$ cat src/rtl/bseq_pkg.sv
package bseq_pkg;

    typedef enum logic {
        ORDER_LINEAR      = 1'b0,
        ORDER_INTERLEAVED = 1'b1
    } order_e;

    typedef enum logic [1:0] {
        BEAT_HOLD = 2'd0,
        BEAT_STEP = 2'd1,
        BEAT_LOAD = 2'd2
    } beat_cmd_e;

    function automatic beat_cmd_e decode_cmd(input logic start, input logic adv_n);
        if (start)
            return BEAT_LOAD;
        else if (!adv_n)
            return BEAT_STEP;
        else
            return BEAT_HOLD;
    endfunction

endpackage

$ cat src/rtl/bseq_load_reg.sv
module bseq_load_reg #(
    parameter int ADDR_W = 8,
    parameter int BEAT_W = 2
) (
    input  logic              clk,
    input  logic              rst,
    input  logic              load,
    input  logic [ADDR_W-1:0] addr_in,
    output logic [ADDR_W-1:0] held_addr
);
    always_ff @(posedge clk) begin
        if (rst)
            held_addr <= '0;
        else if (load)
            held_addr <= addr_in;
    end

    // the upper bits move only on a load
    assert_upper_stable_R9: assert property (@(posedge clk) disable iff (rst)
        !load |=> $stable(held_addr[ADDR_W-1:BEAT_W]));
endmodule

$ cat src/rtl/bseq_beat_ctr.sv
module bseq_beat_ctr
    import bseq_pkg::*;
#(
    parameter int BEAT_W = 2
) (
    input  logic              clk,
    input  logic              rst,
    input  beat_cmd_e         cmd,
    output logic [BEAT_W-1:0] beat,
    output logic              last
);
    localparam logic [BEAT_W-1:0] LAST_IDX = {BEAT_W{1'b1}};

    always_ff @(posedge clk) begin
        if (rst)
            beat <= '0;
        else begin
            case (cmd)
                BEAT_LOAD: beat <= '0;
                BEAT_STEP: beat <= beat + 1'b1;
                default:   beat <= beat;
            endcase
        end
    end

    assign last = (beat == LAST_IDX);

    // a hold command leaves the index alone
    assert_hold_R5: assert property (@(posedge clk) disable iff (rst)
        (cmd == BEAT_HOLD) |=> $stable(beat));
    // a load always lands on beat zero
    assert_load_zero_R6: assert property (@(posedge clk) disable iff (rst)
        (cmd == BEAT_LOAD) |=> (beat == '0) && !last);
    // stepping from the final beat wraps to zero
    assert_wrap_R7: assert property (@(posedge clk) disable iff (rst)
        (cmd == BEAT_STEP && last) |=> (beat == '0));
endmodule

$ cat src/rtl/bseq_order_map.sv
module bseq_order_map
    import bseq_pkg::*;
#(
    parameter int BEAT_W = 2
) (
    input  logic [BEAT_W-1:0] offset,
    input  logic [BEAT_W-1:0] beat,
    input  order_e            order,
    output logic [BEAT_W-1:0] low_addr
);
    logic [BEAT_W-1:0] xor_addr;
    logic [BEAT_W-1:0] sum_addr;

    for (genvar b = 0; b < BEAT_W; b++) begin : g_xor
        assign xor_addr[b] = offset[b] ^ beat[b];
    end

    assign sum_addr = offset + beat;

    always_comb begin
        if (order == ORDER_INTERLEAVED)
            low_addr = xor_addr;
        else
            low_addr = sum_addr;
    end
endmodule

$ cat src/rtl/bseq_burst_addr.sv
module bseq_burst_addr
    import bseq_pkg::*;
#(
    parameter int ADDR_W = 8,
    parameter int BEAT_W = 2
) (
    input  logic              clk,
    input  logic              rst,
    input  logic              burst_start,
    input  logic              adv_n,
    input  logic              interleave,
    input  logic [ADDR_W-1:0] addr_in,
    output logic [ADDR_W-1:0] addr_out,
    output logic              last_beat
);
    beat_cmd_e         cmd;
    logic [ADDR_W-1:0] held_addr;
    logic [BEAT_W-1:0] beat;
    logic [BEAT_W-1:0] low_addr;
    order_e            order;

    assign cmd   = decode_cmd(burst_start, adv_n);
    assign order = interleave ? ORDER_INTERLEAVED : ORDER_LINEAR;

    bseq_load_reg #(.ADDR_W(ADDR_W), .BEAT_W(BEAT_W)) u_load (
        .clk(clk), .rst(rst), .load(burst_start),
        .addr_in(addr_in), .held_addr(held_addr)
    );

    bseq_beat_ctr #(.BEAT_W(BEAT_W)) u_ctr (
        .clk(clk), .rst(rst), .cmd(cmd), .beat(beat), .last(last_beat)
    );

    bseq_order_map #(.BEAT_W(BEAT_W)) u_map (
        .offset(held_addr[BEAT_W-1:0]), .beat(beat),
        .order(order), .low_addr(low_addr)
    );

    assign addr_out = {held_addr[ADDR_W-1:BEAT_W], low_addr};

    // the cycle after a start presents the captured address
    assert_start_addr_R2: assert property (@(posedge clk) disable iff (rst)
        burst_start |=> (addr_out == $past(addr_in)));
    // reset clears the visible outputs
    assert_reset_R1: assert property (@(posedge clk)
        rst |=> (addr_out == '0) && !last_beat);
    // the flag and a step from it are followed by a non-final beat
    assert_flag_clears_R8: assert property (@(posedge clk) disable iff (rst)
        (last_beat && !burst_start && !adv_n) |=> !last_beat);
endmodule

$ cat config.mk
export PLATFORM = sky130hd
export DESIGN_NAME = bseq_burst_addr
export DESIGN_NICKNAME = d
export VERILOG_FILES = /design/src/rtl/bseq_pkg.sv /design/src/rtl/bseq_load_reg.sv /design/src/rtl/bseq_beat_ctr.sv /design/src/rtl/bseq_order_map.sv /design/src/rtl/bseq_burst_addr.sv
export SDC_FILE = /design/constraint.sdc
export NUM_CORES = 1
export LEC_CHECK = 0
export BUFFER_PORTS_ARGS = -buffer_cell sky130_fd_sc_hd__buf_2
export CAP_MARGIN = 20
export CORE_AREA = 2 2 39 41
export DETAILED_ROUTE_END_ITERATION = 10
export DIE_AREA = 0 0 41 43
export PLACE_DENSITY = 0.65
export SYNTH_ARGS = -nofsm -noshare
export SYNTH_HDL_FRONTEND = slang
export SYNTH_HIERARCHICAL = 1
export SYNTH_SLANG_ARGS = --single-unit
$ cat constraint.sdc
create_clock -name clk -period 2.1 [get_ports clk]
set_input_delay 0.42 -clock clk [delete_from_list [all_inputs] [get_ports clk]]
set_output_delay 0.42 -clock clk [all_outputs]
set_load 0.02 [all_outputs]
==> Word level (Yosys, flattened, before mapping) <==
Cells that the tools add are included.
{ "classes": {"shifts": 0, "addsub": 2, "div": 0, "order_cmp": 0, "n_eq_ne": 3, "n_bitwise": 2, "n_reduce_logical": 1, "n_mux": 5, "mul": 0} }
{ "ops": {"columns": ["operator", "n"], "rows": [
  ["$eq 2x2->1 const B", 2],
  ["$mux 2", 2],
  ["$pmux 2 s2", 1],
  ["$add 2x1->2 const B", 1],
  ["$add 2x2->2", 1],
  ["$eq 2x1->1 const B", 1],
  ["$mux 1", 2],
  ["$reduce_bool 2->1", 1],
  ["$xor 1x1->1", 2]
]} }
{ "totals": {"mem_count": 0, "in_bits": 13, "latch_bits": 0, "rom_bits": 0, "wordCells": 15, "reg_bits": 10, "ramBits": 0} }

==> Logic depth before layout (Yosys ltp) <==
Gate-level depths: netlist of run 1.
{ "logic_depth": {"depth_word": 4, "mapped_depth": 4, "ltp_nobuf": 4} }

==> Hierarchy <==
The synthesis of run 1 kept the hierarchy.
{ "by_module_without_submodules": {"columns": ["module", "instances", "cells_per_inst", "area_per_inst_um2"], "rows": [
  ["bseq_load_reg", 1, 26, 285.3],
  ["bseq_beat_ctr", 1, 11, 102.6],
  ["bseq_order_map", 1, 4, 36.3],
  ["bseq_burst_addr", 1, 1, 3.8]
]} }

==> Least setup slack after synthesis of run 1 <==
OpenSTA, ideal clock, no wires.
{ "synth_path": {"kind": "register -> output", "startpoint": "reg u_ctr.beat[0]", "endpoint": "out addr_out[1]", "stages_incl_launch_ff": 4, "arrival_ns": 0.981, "setup_slack_ns": 0.699, "path_cell_list": "dfxtp_1 -> ha_1 -> nor2b_1 -> xnor2_1"} }
{ "synth_between": {"elab_chain_cells": 2} }
{ "synth_rtl": {"columns": ["item", "line", "text"], "rows": [
  ["start, declared", "bseq_beat_ctr.sv:9", "output logic [BEAT_W-1:0] beat,"],
  ["start signal, assigned", "bseq_beat_ctr.sv:20", "BEAT_STEP: beat <= beat + 1'b1;"],
  ["start signal, assigned", "bseq_beat_ctr.sv:21", "default: beat <= beat;"],
  ["$add 2x2->2", "bseq_order_map.sv:18", "assign sum_addr = offset + beat;"],
  ["$mux 2", "bseq_order_map.sv:21", "if (order == ORDER_INTERLEAVED)"],
  ["end, declared", "bseq_burst_addr.sv:13", "output logic [ADDR_W-1:0] addr_out,"]
]} }
No other way between the ends.

==> Final worst setup path of run 1 <==
Ends and elaborated chain as after synthesis.

==> results of run 1 <==
[cell usage in the layout (no fill, tap or decap)]
| cell | instances |
|---|---|
| a21oi_1 | 2 |
| buf_2 | 21 |
| clkbuf_4 | 3 |
| clkbuf_8 | 1 |
| dfxtp_1 | 10 |
| ha_1 | 3 |
| inv_1 | 1 |
| mux2i_1 | 8 |
| nand2_1 | 2 |
| nand3b_1 | 1 |
| nor2_1 | 9 |
| nor2b_1 | 1 |
| or3b_1 | 1 |
| xnor2_1 | 2 |
[flip-flops by register name, indices dropped and copies added, names as in the netlist]
signal	count
u_load/held_addr	8
u_ctr/beat	2
[worst max-delay path: stages, from the launching register on]
cell and delay, ns:
dfxtp_1 0.37, ha_1 0.15, nor2b_1 0.15, xnor2_1 0.12, buf_2 0.17
[kinds of logic (layout without fill, tap and decap cells)]
group | Yosys count | count (layout)
AND/OR/NAND/NOR | 14 | 14
flip-flops | 10 | 10
multiplexers | 8 | 8
adder cells (fa/ha/maj) | 3 | 3
buffers and inverters | 3 | 26
AO/OA/AOI/OAI | 2 | 2
XOR/XNOR | 2 | 2
[per-stage QoR]
step                hold WS [ns]  area [um2]  utilization, %  setup WS (ns)  power (mW)
floorplan                 0.4548       427.9               -         0.6992      0.2488
global placement          0.4667       538.0           38.88         0.4463      0.2699
CTS                       0.3806       574.3           41.50         0.4244      0.4500
global route              0.4086       574.3           41.50         0.3625      0.4591
detailed placement        0.4772       538.0           38.88         0.3915      0.2710
finish                    0.3890       574.3           41.50         0.4501      0.4404
[per-layer routing]
layer | routed length (um) | GRT usage, %
met1 | 361 | 14.10
met2 | 405 | 13.75
met3 | 45 | 1.571
met4 | 14 | 12.00
met5 | 0 | 0
[path summary, 6_finish.rpt]
kind / slack (ns) / cells after the start / from / end
worst max register to register: 1.20 / 2 / u_ctr/beat[0]$_SDFFE_PP0P_ / u_ctr/beat[0]$_SDFFE_PP0P_
worst min-delay path: 0.39 / 3 / addr_in[2] / u_load/held_addr[2]$_SDFFE_PP0P_
worst max-delay path: 0.45 / 4 / u_ctr/beat[0]$_SDFFE_PP0P_ / addr_out[1]
worst min register to register: 0.49 / 2 / u_load/held_addr[2]$_SDFFE_PP0P_ / u_load/held_addr[2]$_SDFFE_PP0P_
[final cells by class]
| cell class | count | area [um2] | area share (%) |
|---|---|---|---|
| multi-input cells | 29 | 209.0 | 36.38 |
| repair buffers | 21 | 105.1 | 18.30 |
| clock buffers | 4 | 36.28 | 6.318 |
| flip-flops and latches | 10 | 200.2 | 34.86 |
| inverters | 1 | 3.754 | 0.6536 |
| well taps | 16 | 20.02 | 3.486 |
[power by group]
group | total (mW) | switching [mW] | internal (mW)
clock network | 0.175 | 0.0694 | 0.105
logic | 0.0614 | 0.0334 | 0.0280
registers | 0.204 | 0.00485 | 0.199
==> results, run 1 <==
- The clock tree buffer depth is 2.
- Summing the sequential cell areas from Yosys gives 46.78% of the chip area.
- Across the routed clock network, the largest skew measured is 0.0001387 ns.
- In this run, synthesis inferred 0 flip-flops with an integrated enable.
- The final RePlAce weighted congestion is 0.6712.
- The run finished with clean final reports.
- The finished layout holds 81 standard cells, fillers aside.
- After floorplanning, the core was divided into 14 placement rows.
- The total CTS buffers is 3.
- The power per unit of standard cell area is 766.8 mW/mm2.
- The final total negative setup slack is 0 ns.
- The maximum frequency from static timing analysis is 606.1 MHz.
- The worst ir drop on vdd is 0.3319 mV.
- Setup violations remaining at the end of the flow were counted as 0.
- The post-detailed-placement half-perimeter wirelength is 617.9 um.
- CTS saw 10 sinks.
- The area growth from synthesis to layout is 34.21%.
- The most frequently used flop master after synthesis is dfxtp_1.
- In this run the worst path has a maximum fanout of 4.
- The fraction of synthesized cell area in xor and xnor cells is 4.094%.
- The number of cells upsized or downsized after cts is 0.
- Before antenna repair, the detailed router went through 4 iterations.
- In the post-synthesis netlist, the biggest area contributors are dfxtp_1 (47%), mux2i_1 (19%), ha_1 (8.8%).
- The simple-gate area share of the yosys netlist is 14.91%.
- The required time of the worst setup path is 1.68 ns.
- For this configuration, the core starts out at a cell density of 30.92%.
- The leakage power total is 0.3065 nW.
- The residual DRC count is 0.
- Setup repair after global routing left no endpoint under its margin.
- The count of inserted antenna diode cells is 0.
- In this run the cell area of the synthesized design comes to 427.9 um2.
- The total count of hold-check failures in the final report came to 0.
- The via count of the first global-routing pass was 322.
- After detailed routing, the number of vias per cell comes to 4.296.
- The library cell with the largest summed area after synthesis is dfxtp_1.
- After clock tree synthesis, the flow added hold-fix buffers numbering 0.
- Data arrives at the worst endpoint at 1.23 ns.
- The share of final-layout standard cells stronger than drive strength 1 is 38.46%.
- The worst pin sits at a relative slew slack of 83.18%.
- A synthesized cell averages 10.19 um2.
- The final critical path takes up 78.57% of the cycle.
- The total length of routed wires is 828 um.
- The floorplan step defined a die boundary enclosing 0.001763 mm2.
- The number of antenna violations at the first check in global routing is 0.
- The count of input and output buffers is 21.
- The die width is 41 um.
- For this run, the total global-route usage over all layers was measured as 10.91%.
- The average wire per cell in the routed design is 10.22 um.
- The most common cell in the synthesized netlist is dfxtp_1.
- Counting every instance in the synthesized netlist gives 42.
- The later pin in the worst-skew pair is clocked with a latency of 0.27 ns.
- The H-tree level count is 1.
- At the pin with the least slew margin, the transition time is 0.2523 ns.
- The post-synthesis async set-or-reset flop share is 0%.
- For this run, the number of Yosys warnings is 6.
- The number of I/O pins is 22.
- The synthesized-area fraction occupied by ao, oa, aoi and oai cells is 2.339%.
- After clock tree synthesis, the clock-pin slew on the worst setup and hold paths is 0.07 ns.
- The tree is rooted in a clkbuf_4.
- The first global-routing pass estimated 1262 um of wire.
- The final layout net count is 82.
- Global routing finished with a remaining overflow of 0.
- Synthesis inferred 10 register bits.
- The multiplexer fraction of the synthesized cell area is 18.71%.
- The area of the core is 0.001384 mm2.
- The distinct cell type count after synthesis is 13.
- The die extent in y is 43 um.
- The number of max-slew violations in the final report is 0.
- STA classifies the critical path endpoint as a primary output.
- The worst setup path is of the reg -> out kind.
- Ranked by instance count, the synthesized netlist is headed by dfxtp_1 (10), nor2_1 (9), mux2i_1 (8).
- The kind of launch point of the worst setup path is a flip-flop.
- The time the worst path needs with I/O delays and setup is 1.650 ns.
- The share of synthesized cell area in full adder, half adder and majority cells is 8.772%.
- Entering global routing, the biggest net connects 11 pins.
- The DRC marker count from the first detailed-route iteration is 3.
- The max-cap check violation count is 0.
- The type of the most critical hold path is in -> reg.
- The final route contains 348 vias.
- The number of cells after detailed placement is 77.
- The synthesized design devotes to its leading area cell type 46.78% of total area.
- After synthesis, the largest family of logic cells by area is multiplexers.
- The detail route stage leaves a number of antenna-violating nets equal to 0.
- The fill cell total of the finished layout is 151.
- The number of setup buffers added after CTS is 0.
- The number of nets in the synthesized netlist is 58.
- TritonCTS built the clock tree.
Note: power is estimated with default switching activity, not from simulation.
==> run 2: changes to the inputs <==
==> constraint.sdc (replaced) <==
create_clock -name clk -period 1.65 [get_ports clk]
set_input_delay 0.33 -clock clk [delete_from_list [all_inputs] [get_ports clk]]
set_output_delay 0.33 -clock clk [all_outputs]
set_load 0.02 [all_outputs]
==> run 2 against run 1 <==
Die area stayed put. Worst setup slack worse by 0.31 ns. Routed wire length is 11% lower. Power is 25% higher. Largest cell class unchanged. Largest power group unchanged. Highest routed layer unchanged.
==> results, run 2 (synthesis results as in run 1) <==
- CTS built an H-tree with a depth of 1.
- Of the cells placed in the final design, the portion with a size suffix greater than 1 is 40.91%.
- Clock skew on the completed layout was measured at 0.00009473 ns.
- The top cell family by delay on the critical path is flip-flops.
- The multi-input logic area is 209.0 um2.
- The number of routed nets with antenna violations is 0.
- The library cell used most frequently in the layout, excluding fill and tap cells, is buf_2.
- The final layout net count is 83.
- Clock-pin slew was measured on the worst setup and hold paths at 0.07 ns.
- After clock tree synthesis, the flow added hold-fix buffers numbering 0.
- The first detailed-routing pass ran for 4 iterations.
- The area of the die is 0.001763 mm2.
- The number of clock sinks seen by CTS is 10.
- Walking the worst path, the cells encountered are ha_1 > nor2b_1 > xnor2_1 > buf_2.
- CTS placed an instance of clkbuf_4 at the clock tree root.
- The time the worst path needs with I/O delays and setup is 1.514 ns.
- The share of total power in sequential cells is 47.1%.
- In the routed design, unresolved DRC markers number 0.
- The clock insertion delay at the later pin of the skew report is 0.25 ns.
- The buffering stage count on the worst path with inverters included is 1.
- Of all nets on the critical path, the largest fanout is 4.
- The area of all sequential standard cells is 201.4 um2.
- The final core utilization is 42.13%.
- Setup repair after global routing left no endpoint under its margin.
- The total count of hold-check failures in the final report is 0.
- The arrival time reported for the critical path endpoint is 1.18 ns.
- The portion of total power attributed to the clock network is 38.5%.
- For the final routed database, the setup TNS stands at 0 ns.
- At the end of routability-driven placement, the weighted congestion stood at 0.5880.
- The number of max-slew violations in the final report was 0.
- The critical setup path kind is reg -> out.
- The via density per instance is 4.305.
- The maximum frequency from static timing analysis is 660.6 MHz.
- The power per unit of standard cell area is 947.4 mW/mm2.
- The leftover overflow at the end of global routing is 0.
- Pin placement for this block handled 22 I/O pins.
- Across the VDD grid, the largest voltage drop is 0.3908 mV.
- TritonCTS built the clock tree.
- The core region is 0.001384 mm2.
- The total number of placement rows is 14.
- In the finished design, the share of the clock period the worst path needs comes to 91.74%.
- The flow ran to the end, and the final reports show no timing, DRC or antenna violations.
- After detailed routing, the average wire length per cell comes to 9.037 um.
- The instance area at placement is 545.5 um2.
- The final layout contains routed wiring with a total length of 741 um.
- The switching power share of the total is 23.11%.
- Max-cap violations in this run came to 0.
- The register with the most flip-flops in the final layout is u_load/held_addr.
- The switching power total is 0.1277 mW.
- The count of input and output buffers is 21.
- The leakage power total is 0.3117 nW.
- The final count of negative-setup-slack endpoints is 0.
- The worst pin sits at a relative slew slack of 88.36%.
- Of the total power, combinational logic draws 14.4%.
- The endpoint class of the critical path is a primary output.
- The register with the most flip-flops in the layout has 8 of them.
- The largest registers in the layout are u_load/held_addr (8), u_ctr/beat (2).
- For this design, the slowest cell found on the critical path is dfxtp_2.
- Fill cells in the final layout number 148.
- The actual transition at the worst max-transition pin is 0.1746 ns.
- The die extent in y is 43 um.
- The area growth from synthesis to layout is 36.26%.
- The pre-CTS worst setup slack is 0.2549 ns.
- The kind of launch point of the worst setup path is a flip-flop.
- In this run the worst hold path is classified as in -> reg.
- The final worst slack is 0.1363 ns.
- The clock tree buffer depth is 2.
- The via count of the first global-routing pass is 327.
- The largest single stage delay on the critical path is 0.35 ns.
- The routed layout has 353 vias.
- For the worst setup path, the data required time is 1.32 ns.
- The die is 41 um wide.
- The count of inserted antenna diode cells is 0.
- Summed over all nets, the half-perimeter wirelength after detailed placement is 594.1 um.
- For this configuration, the core starts out at a cell density of 30.92%.
- The number of antenna violations at the first check in global routing is 0.
- The internal portion of the total power is 0.4247 mW.
- The total CTS buffers is 3.
- Global routing used 11.11% of the available tracks across all layers.
- In the layout the commonest cells are buf_2 (21), nor2_1 (9), dfxtp_1 (9).
- The DRC marker count from the first detailed-route iteration is 3.
- The maximum number of pins on one net before global-route repair is 11.
- The wire length of the first global-routing pass is 1290 um.
- The post-route cell area is 583.1 um2.
run 2: changes by cell type in the layout (fill, tap and decap cells not counted), sizes merged:
| cell | change |
|---|---|
| buf | +1 |
run 2: power groups by stage:
stage	clock network (mW)	registers [mW]	logic, mW
after floorplan	0	0.276	0.0408
after detailed placement	0	0.265	0.0810
final	0.213	0.260	0.0795
after global placement	0	0.265	0.0799
after global routing	0.232	0.262	0.0888
after CTS	0.223	0.260	0.0813
run 2: worst min-delay path: stages:
cell,delay [ns]
buf_2,0.07
mux2i_1,0.05
nor2_1,0.07
run 2: repair_timing:
action                     in CTS  in global routing
gates resized for setup         0                  1
buffers inserted                0                  0
setup endpoints to repair       0                  1
run 2: worst paths after layout:
kind / from / endpoint / slack (ns) / cells past startpoint
max: u_ctr/beat[0]$_SDFFE_PP0P_ / addr_out[1] / 0.14 / 4
min: addr_in[6] / u_load/held_addr[6]$_SDFFE_PP0P_ / 0.31 / 3
max reg2reg: u_ctr/beat[1]$_SDFFE_PP0P_ / u_ctr/beat[1]$_SDFFE_PP0P_ / 0.75 / 3
min reg2reg: u_ctr/beat[0]$_SDFFE_PP0P_ / u_ctr/beat[0]$_SDFFE_PP0P_ / 0.49 / 2
run 2: layout make-up:
cell class,count,share of cell area [%]
inverters,1,0.6438
clock buffers,4,6.223
multi-input cells,29,35.84
well taps,16,3.433
repair buffers,22,19.31
flip-flops and latches,10,34.55
run 2: routing by layer:
layer / vias to the layer above / share of wire, % / global-route usage (%)
met5: - / 0 / 0
met4: 0 / 1.8 / 10.00
met3: 2 / 4.6 / 1.571
met2: 10 / 50 / 14.69
met1: 153 / 43 / 14.75
li1: 188 / - / -
run 2: through the flow:
stage	std cells	hold slack, ns	total power, mW
CTS	82	0.2956	0.5644
global placement	78	0.4694	0.3450
global route	82	0.3124	0.5828
finish	82	0.3059	0.5524
detailed placement	78	0.4831	0.3463
floorplan	42	0.3991	0.3167
==> run 3: changes to the inputs <==
--- a/config.mk
+++ b/config.mk
@@ -8,10 +8,11 @@
 export BUFFER_PORTS_ARGS = -buffer_cell sky130_fd_sc_hd__buf_2
 export CAP_MARGIN = 20
 export CORE_AREA = 2 2 39 41
+export CTS_CLUSTER_SIZE = 40
 export DETAILED_ROUTE_END_ITERATION = 10
 export DIE_AREA = 0 0 41 43
-export PLACE_DENSITY = 0.65
+export PLACE_DENSITY = 0.67
+export SETUP_SLACK_MARGIN = 0.3
 export SYNTH_ARGS = -nofsm -noshare
 export SYNTH_HDL_FRONTEND = slang
-export SYNTH_HIERARCHICAL = 1
 export SYNTH_SLANG_ARGS = --single-unit
==> run 3 against run 2 <==
Maximum frequency is 3.4% higher. Hold slack worse by 0.0062 ns. Sequential share of layout area is 0.21 points higher. Synthesized cell count is 2.4% higher. First-iteration DRC count is 33% lower. Combinational power is 13% higher. Cell count is 7.3% lower. Count of clock-buffer cells in the layout is 1 lower. Clock skew hardly changed. Critical endpoint unchanged. Largest power group unchanged.
==> results, run 3 <==
- The run finished with clean final reports.
- For this run, design rule violations remaining after detail routing come to 0.
- The flip-flop count of the largest register, all copies and words added is 8.
- The library cell with the largest summed area after synthesis is dfxtp_1.
- In this run switching power makes up 25.59% of total power.
- The slack of the worst reg-to-reg path is 0.62 ns.
- The startpoint identified for the worst register-to-register timing path is u_ctr.beat[0]$_SDFFE_PP0P_.
- Combinational logic burns 17.5% of the power.
- The share of synthesized cell area in full adder, half adder and majority cells is 5.571%.
- The Yosys warning count is 0.
- The total number of placement rows is 14.
- STA puts the critical path data required time at 1.32 ns.
- Across the VDD grid, the largest voltage drop is 0.3384 mV.
- After clock tree synthesis, the clock-pin slew on the worst setup and hold paths is 0.06 ns.
- The via count is 321.
- Counting instances in the post-synthesis netlist gives the leading cell types as dfxtp_1 (10), mux2i_1 (9), nor2_1 (8).
- From left edge to right edge, the die measures 41 um.
- The distinct cell type count after synthesis is 11.
- Among cell families on the critical path, the largest total delay comes from flip-flops.
- The final total negative setup slack is 0 ns.
- The instance area at placement is 513.0 um2.
- The register with the most flip-flops is u_load.held_addr.
- The number of routed nets with antenna violations is 0.
- The kind of launch point of the worst setup path is a flip-flop.
- The top cell types in the final layout, fill and taps aside, are buf_2 (18), mux2i_1 (9), nor2_1 (8), dfxtp_1 (8), clkbuf_4 (3).
- The multiplexer fraction of the synthesized cell area is 20.06%.
- Leaving out fill and tap cells, the most frequent cell in the layout is buf_2.
- The top cell type's share of synthesized area is 44.57%.
- In the final layout, the registers with the most flip-flops are u_load.held_addr (8), u_ctr.beat (2).
- The wire length of the first global-routing pass is 1062 um.
- The worst setup path is of the reg -> out kind.
- Measured in cells, the most critical reg-to-reg path has a length of 4.
- The cell count after synthesis came out at 43.
- Setup violations remaining at the end of the flow were counted as 0.
- The worst hold path belongs to the class in -> reg.
- In this run the number of H-tree levels came out at 1.
- The final layout contains routed wiring with a total length of 766 um.
- The later pin in the worst-skew pair is clocked with a latency of 0.26 ns.
- Routability-driven placement finished with a final weighted congestion of 0.5369.
- Summing the areas of all and, or, nand and nor instances in the mapped netlist gives 10.31% of the synthesized area.
- The delay of the slowest cell on the worst path is 0.34 ns.
- For the final database, setup skew stands at 0.00006176 ns.
- The total CTS buffers is 3.
- 22 I/O pins were placed.
- The number of antenna violations at the first check in global routing is 0.
- The path with the worst hold slack has its endpoint at u_load.held_addr[1]$_SDFFE_PP0P_.
- The number of enable flip-flop cells after synthesis is 0.
- 0 antenna diodes ended up in the layout.
- Counting flops and latches in the post-synthesis netlist gives 10.
- The area of the core is 0.001384 mm2.
- The internal portion of the total power is 0.3835 mW.
- Once placement completed, the tool counted placed cells totaling 72.
- Final hold analysis gives a worst-case slack of 0.2997 ns.
- Along the worst path, the maximum fanout reaches 2.
- The final worst slack is 0.1868 ns.
- The total count of hold-check failures in the final report is 0.
- For this design the static power due to leakage is 0.2933 nW.
- The total iterations of the first detailed-routing run is 2.
- After layout, the design draws a total of 0.5154 mW.
- The longest clock path from root to sink contains 2 buffers.
- Of the cells placed in the final design, the portion with a size suffix greater than 1 is 50.00%.
- Setup repair after global routing could not meet its margin everywhere.
- The master of the slowest instance on the critical path is dfxtp_2.
- Counting every net in the synthesized netlist gives 58.
- Data on the critical path arrives at its endpoint at 1.13 ns.
- In the finished design, the share of the clock period the worst path needs comes to 88.68%.
- Excluding fillers, the count of instances in the completed layout stands at 76.
- The actual transition at the worst max-transition pin is 0.2654 ns.
- The maximum number of pins on one net before global-route repair is 11.
- The clock net in this run drives a total of 10 sinks.
- The via density per instance is 4.224.
- In the final routed layout, each cell accounts on average for 10.08 um.
- The switching power total is 0.1319 mW.
- The hold path startpoint is addr_in[1].
- Max-cap violations in this run came to 0.
- Headroom to the max-slew limit came out at 82.31%.
- The time the worst path needs with I/O delays and setup is 1.463 ns.
- The portion of total power attributed to the clock network is 31.5%.
- The depth of the worst hold-timing path is 3.
- The synthesized area per cell is 10.45 um2.
- Dividing total power by cell area gives a power density of 884.0 mW/mm2.
- Summing the areas of all compound-gate instances in the mapped netlist gives 0% of the synthesized area.
- Counting flops with an async set or reset pin after synthesis yields a share of 0%.
- The most frequently used flop master after synthesis is dfxtp_1.
- The share of total power in sequential cells is 51.0%.
- The via count of the first global-routing pass is 291.
- Of the total synthesized cell area, the portion taken by XOR and XNOR cells is 5.850%.
- Relative to the synthesized area, the layout overhead comes to 29.80%.
- The total overflow left after global routing is 0.
- The sequential-to-total area share from yosys stat is 44.57%.
- In the global route stage, overall resource usage came out at 9.274%.
- The pre-CTS worst setup slack is 0.3553 ns.
- Clock tree synthesis selected as its root buffer the cell clkbuf_4.
- Counting both buffers and inverters, the worst setup path holds a total of 1.
- The cell area after technology mapping is 449.2 um2.
- In this run the vertical extent of the chip is 43 um.
- The count of input and output buffers is 21.
- Yosys instantiated no cell more often than dfxtp_1.
- The number of buffers added to fix hold violations after cts is 0.
- The worst register-to-register path ends at u_ctr.beat[1]$_SDFFE_PP0P_.
- The TritonCTS clock tree is yes.
- The endpoint class of the critical path is a primary output.
- The largest family of logic cells by synthesized area is multiplexers.
- Traced cell by cell, the critical path runs through ha_4 > nor2b_4 > xnor2_1 > buf_4.
- Static timing analysis puts the maximum clock frequency at 683.4 MHz.
- For this run, the share of the core covered by cells in the final layout is 42.13%.
- The area of the die is 0.001763 mm2.
- The final layout net count is 77.
- The start point of the critical path is u_load.held_addr[0]$_SDFFE_PP0P_.
- The finished cells cover 583.1 um2.
- The initial cell density of the core is 32.46%.
- By area the synthesized netlist is led by dfxtp_1 (45%), mux2i_1 (20%), buf_4 (10%).
- The number of max-slew violations in the final report is 0.
- The DRC marker count from the first detailed-route iteration is 2.
run 3: cell types whose count changed after synthesis, sizes merged, moves of 2 or more:
cell and delta:
nor3 +2, nand2 -2, a21oi -2, buf +6
run 3: timing repair:
action,4_1_cts,5_1_grt
pin swaps,2,2
endpoints found under the setup margin,2,2
gates resized for setup,9,3
setup buffers,1,0
run 3: layout make-up:
| cell class | instances | area, um2 |
|---|---|---|
| Fill cell | 147 | 800.8 |
| Multi-Input combinational cell | 25 | 210.2 |
| Sequential cell | 10 | 202.7 |
| Timing Repair Buffer | 22 | 127.6 |
| Clock buffer | 3 | 22.52 |
| Tap cell | 16 | 20.02 |
run 3: cells by family (layout without fill, tap and decap cells):
group / count (synthesis) / after routing
AND/OR/NAND/NOR: 11 / 11
buffers and inverters: 8 / 25
multiplexers: 9 / 9
flip-flops: 10 / 10
XOR/XNOR: 3 / 3
adder cells (fa/ha/maj): 2 / 2
run 3: power by group through the flow:
stage          combinational [mW]  clock (mW)  sequential [mW]
2_1_floorplan              0.0657           0            0.266
3_3_place_gp               0.0794           0            0.267
3_5_place_dp               0.0805           0            0.267
4_1_cts                    0.0910       0.174            0.263
5_1_grt                    0.0983       0.180            0.264
6_report                   0.0900       0.162            0.263
run 3: worst max path at each step:
stage / to / slack, ns / depth (start not counted)
floorplan: addr_out[1] / 0.34 / 3
global placement: addr_out[1] / 0.40 / 4
detailed placement: addr_out[1] / 0.36 / 4
CTS: addr_out[1] / 0.16 / 4
global route: addr_out[1] / 0.12 / 4
finish: addr_out[1] / 0.19 / 4
run 3: per-layer routing:
metal	vias to the layer above	GRT usage (%)	part of all wire (%)
met5	-	0	0
met2	14	13.44	48
met1	135	10.10	43
met3	2	1.571	7.0
met4	0	10.00	1.8
li1	170	-	-
run 3: tightest hold or removal path: cells and delay by family:
kind                   cells  cell delay, ns
and+or+nand+nor            1            0.07
muxes                      1            0.05
buffers and inverters      1            0.07
